$ cat src/rtl/rxw_chan_track.sv
module rxw_chan_track #(
  parameter int unsigned BLOCK_BYTES = 80,
  parameter int unsigned DATA_W      = 8
) (
  input  logic              clk_i,
  input  logic              rst_ni,
  input  logic              frame_tick_i,
  input  logic              wr_i,
  input  logic [DATA_W-1:0] data_i,
  output logic              fwd_valid_o,
  output logic [DATA_W-1:0] fwd_data_o,
  output logic              done_o,
  output logic              dup_o
);
  localparam int unsigned CNT_W = $clog2(BLOCK_BYTES + 1);
  localparam logic [CNT_W-1:0] LAST_IDX = CNT_W'(BLOCK_BYTES - 1);

  logic [CNT_W-1:0]  cnt_q, cnt_eff, cnt_d;
  logic              done_q, done_eff, done_d;
  logic              take, last;
  logic              fwd_valid_q;
  logic [DATA_W-1:0] fwd_data_q;

  // a write coinciding with the tick belongs to the new frame
  assign done_eff = done_q & ~frame_tick_i;
  assign cnt_eff  = frame_tick_i ? '0 : cnt_q;
  assign take     = wr_i & ~done_eff;
  assign dup_o    = wr_i & done_eff;
  assign last     = (cnt_eff == LAST_IDX);

  always_comb begin
    cnt_d  = cnt_eff;
    done_d = done_eff;
    if (take) begin
      if (last) begin
        cnt_d  = '0;
        done_d = 1'b1;
      end else begin
        cnt_d  = cnt_eff + 1'b1;
      end
    end
  end

  always_ff @(posedge clk_i or negedge rst_ni) begin
    if (!rst_ni) begin
      cnt_q       <= '0;
      done_q      <= 1'b0;
      fwd_valid_q <= 1'b0;
      fwd_data_q  <= '0;
    end else begin
      cnt_q       <= cnt_d;
      done_q      <= done_d;
      fwd_valid_q <= take;
      if (take) fwd_data_q <= data_i;
    end
  end

  assign fwd_valid_o = fwd_valid_q;
  assign fwd_data_o  = fwd_data_q;
  assign done_o      = done_q;

  a_r4_cnt_range: assert property (@(posedge clk_i) disable iff (!rst_ni)
    cnt_q < CNT_W'(BLOCK_BYTES));

  a_r5_no_fwd_after_done: assert property (@(posedge clk_i) disable iff (!rst_ni)
    (done_q && !frame_tick_i && wr_i) |=> !fwd_valid_o);

  a_r6_tick_clears: assert property (@(posedge clk_i) disable iff (!rst_ni)
    (frame_tick_i && !wr_i) |=> !done_o);
endmodule

$ cat config.mk
export PLATFORM = sky130hd
export DESIGN_NAME = rxw_chan_track
export DESIGN_NICKNAME = d
export VERILOG_FILES = /design/src/rtl/rxw_chan_track.sv
export SDC_FILE = /design/constraint.sdc
export NUM_CORES = 1
export LEC_CHECK = 0
export BUFFER_PORTS_ARGS = -buffer_cell sky130_fd_sc_hd__buf_2
export CAP_MARGIN = 10
export CORE_ASPECT_RATIO = 0.5
export CORE_MARGIN = 4
export CORE_UTILIZATION = 30
export DETAILED_ROUTE_END_ITERATION = 16
export GPL_TIMING_DRIVEN = 0
export PLACE_DENSITY_LB_ADDON = 0.2
export SYNTH_ARGS = -nofsm -noshare
export SYNTH_HDL_FRONTEND = slang
export SYNTH_SLANG_ARGS = --single-unit
$ cat constraint.sdc
create_clock -name clk_i -period 3.2 [get_ports clk_i]
set_clock_uncertainty 0.2 [all_clocks]
set_input_delay 0.32 -clock clk_i [delete_from_list [all_inputs] [get_ports clk_i]]
set_output_delay 0.32 -clock clk_i [all_outputs]
set_load 0.02 [all_outputs]
# [Yosys cells after proc, flatten, opt, wreduce, memory -nomap -nowiden]
# Cells that the tools add are included.
[op_classes] n_addsub=1 n_eq_ne=1 muxes=5 bitwise_logic=5
[ops] cell="2-to-1 mux 7 bit" count=3
[ops] cell="adder 7 x 1 -> 7 bit (second input constant)" count=1
[ops] cell="equality test 7 bit (second input constant)" count=1
[ops] cell="AND 1 bit" count=3
[ops] cell="2-to-1 mux 1 bit" count=2
[ops] cell="NOT 1 bit" count=2
[totals] reg_bits=17 in_bits=12 output_inout_bits=11 wordCells=16

# [Depth between registers and ports, before layout]
[depth] ltp_word=5 ltp_mapped=6 mapped_depth_nobuf=5

# [Worst setup path before layout]
# Ideal clock, no wire load.
[synth_timing] path_type="input port to flip-flop" startpoint="in frame_tick_i" endpoint="reg cnt_q[0]" setup_ns=0.124 arrival_ns=1.470 required_time_ns=2.876 slack_ns=1.406 cell_stages=6 n_path_buf=1 path_cell_list="buf_6 -> nor2b_1 -> ha_1 -> nand2_1 -> or4_4 -> a2bb2oi_1"
[synth_between] elab_chain_cells=5 elab_cells_between_ends=9
[synth_lines] item="start: declaration" line_no="7" source="input logic frame_tick_i,"
[synth_lines] item="parallel branches: the longest is 4 deep, another holds adder 7 x 1 -> 7 bit"
[synth_lines] item="2-to-1 mux 7 bit (*)" line_no="34" source="if (take) begin"
[synth_lines] item="named net cnt_d[0]" line_no="18" source="logic [CNT_W-1:0] cnt_q, cnt_eff, cnt_d;"
[synth_lines] item="end signal: assignment" line_no="51" source="cnt_q <= cnt_d;"
[synth_lines] item="end: declaration" line_no="18"
# Mark *: on every way through the listed nets, which the timed path passes.
# A chain may end at the register's enable or synchronous reset.

# [Worst setup path after layout]
[layout_timing] startpoint="reg cnt_q[0]" endpoint="reg cnt_q[0]"
[layout_between] elab_chain_cells=4 elab_cells_between_ends=5
[layout_lines] item="2-to-1 mux 7 bit (*)" line_no="26" source="assign cnt_eff = frame_tick_i ? '0 : cnt_q;"
[layout_lines] item="adder 7 x 1 -> 7 bit or equality test 7 bit (tied branches)" line_no="39, 29"
[layout_lines] item="2-to-1 mux 7 bit" line_no="35" source="if (last) begin"
[layout_lines] item="2-to-1 mux 7 bit (*)" line_no="34"
[layout_lines] item="named net cnt_d[0]" line_no="18"
# The timed path passes the listed nets; every way through them passes the cells marked *.

==> qor.yml <==
hpwl_mm: 1.27
startpoint_type: "flop"
cpLargestDelayFamily: "simple AND/OR/NAND/NOR gates"
grtUsageTotal: 0.106
io_pins: 23
drc_errors: 0
grt_antenna_before_repair: 0
finalCritPeriodShare: 0.576
switching_power_uw: 121
cp_num_buf_inv: 0
synth_cells: 68
setup-violations-final: 0
start_util: 0.317
worst_ep_arrival_time_ns: 1.78
critPathKind: "reg -> reg"
insertion_delay_ns: 0.26
worst_slew_pin_slew_ns: 0.382
core-area_um2: 2600
post_cts_resized: 0
syn2layout_area_growth_pct: 26.1
critPathRequiredTime_ns: 3.14
dpl_cell_area_um2: 981
grt_max_degree: 18
diodes: 0
cts_made_buffers: 3
layout.nets: 109
viasPerCell: 4.70
holdWs_ns: 0.0900
synth_area_um2: 825
p_seq_frac: 0.503
hold_buffers: 1
vias: 620
power_density_nw_per_um2: 448
run_status: "completed"
mostFrequentLayoutCells: "buf_2, dfrtp_1, mux2_2"
fin_crit_ns: 1.84
final_cell_area_um2: 1040
grt_pass1_wl_mm: 2.88
clock_sinks: 17
grt_overflow: 0
synth_top_cell_by_area: "dfrtp_1"
p_int_uw: 345
grt_pass1_vias: 648
cp_slowest_stage_delay_ns: 0.51
fin_tns_setup_ns: 0
p_comb_frac: 0.140
die_area_um2: 3700
cts_tree: "yes"
rsz0062_at_grt: "no"
p_sw_frac: 0.259
final_max_slew_viol_count: 0
syn_nets: 81
synth.top_cell.area_share: 0.516
yosysSeqAreaShare: 0.516
finalWirelength_mm: 1.65
hold_violations: 0
cap_violations: 0
yosysWarnings: 0
slew-limit-headroom: 0.745
yosysUniqueCellTypes: 32
clockBufferDepth: 2
drive_gt1_frac: 0.453
hp-class: "in -> reg"
p_leak_nw: 0.486
wire_per_inst_um: 12.5
place_congestion: 0.751
worst_path_max_delay_cell: "or4_4"
drt_iter0_drc: 22
io_buffers: 22
htreeDepth: 1
final_common_cell: "buf_2"
syn_avg_cell_area_um2: 12.1
synth_area_leaders: "dfrtp_1, mux2_2, nor2b_1"
vdd_drop_max_mv: 0.266
post_cts_buffers: 0
dieHeight_um: 45.1
critical_path.cell_chain: "nor2b_1 -> ha_1 -> nand2_1 -> or4_4 -> a2bb2oi_1"
dr.pass1.iters: 4
cts-root-buf: "clkbuf_8"
ant_nets: 0
power_frac_clock: 0.356
die_x_um: 82.1
endpoint_kind: "flop"
clkTransAtPathRegs_ns: 0.07
ys_seq_elements: 17
crit_fanout: 4
max_freq_ghz: 0.543
rows: 13
==> sequential cells by signal, indices dropped and copies added (netlist names) <==
register / cells
cnt_q: 7
fwd_valid_o: 1
done_o: 1
fwd_data_o: 8
==> cell usage after synthesis, drive strengths merged <==
cell and instances:
a2bb2oi 1, nand4bb 1, a21oi 1, nor3 2, nand3 1, or3 1
nand2 4, nor2b 5, inv 3, nand4 1, or2b 1, xnor2 1
nand2b 4, and4b 1, a21o 1, buf 1, o31ai 1, mux2i 2
o21ai 3, ha 1, or4b 1, dfrtp 17, o22ai 1, nor2 1
mux2 9, or4 1, and2 1, and4bb 1
==> metal layers <==
layer	global-route usage	share of wire	wire, µm	vias to the layer above
met4	0.0397	0.016	27	0
met5	0	0	0	-
met1	0.129	0.45	750	305
met2	0.177	0.48	797	16
li1	-	-	-	294
met3	0.0359	0.045	75	5
==> worst paths after layout <==
kind	start	end	slack (ns)	cells after the start
max reg2reg	cnt_q[0]$_DFF_PN0_	cnt_q[0]$_DFF_PN0_	1.36	5
max	cnt_q[0]$_DFF_PN0_	cnt_q[0]$_DFF_PN0_	1.36	5
max in group asynchronous	rst_ni	cnt_q[5]$_DFF_PN0_	2.21	2
min	data_i[3]	fwd_data_o[3]$_DFFE_PN0N_	0.09	2
min reg2reg	fwd_data_o[3]$_DFFE_PN0N_	fwd_data_o[3]$_DFFE_PN0N_	0.30	1
min in group asynchronous	rst_ni	fwd_data_o[0]$_DFFE_PN0N_	0.31	2
==> kinds of logic after synthesis <==
logic type,Yosys count,share of synthesized area
compound gates,8,0.0607
flops,17,0.516
fa+ha+maj,1,0.0152
simple gates,26,0.223
xor+xnor,1,0.0106
mux,11,0.147
buf+inv,4,0.0273
==> area by class of cell <==
class / instances / area (µm²)
inverter: 3 / 11.3
multi-input combinational: 47 / 377
tap: 37 / 46.3
timing repair buffer: 23 / 120
fill: 279 / 1560
clock inverter: 1 / 7.51
clock buffer: 3 / 41.3
buffer: 1 / 11.3
sequential: 17 / 425
==> power groups by stage <==
stage / clock, mW / sequential, mW / combinational [mW]
after detailed placement: 0 / 0.239 / 0.0658
after global placement: 0 / 0.237 / 0.0635
after global routing: 0.182 / 0.236 / 0.0718
after floorplan: 0 / 0.252 / 0.0241
final: 0.166 / 0.235 / 0.0654
after CTS: 0.173 / 0.235 / 0.0667
==> through the flow <==
| stage | std cells | setup WS, ns | total power [mW] | util |
|---|---|---|---|---|
| finish | 132 | 1.36 | 0.466 | 0.400 |
| global route | 132 | 1.24 | 0.490 | 0.400 |
| CTS | 132 | 1.35 | 0.475 | 0.400 |
| detailed placement | 127 | 1.12 | 0.304 | 0.377 |
| global placement | 127 | 1.17 | 0.301 | 0.377 |
| floorplan | 68 | 1.41 | 0.276 | - |
(Power assumes the default switching activity.)
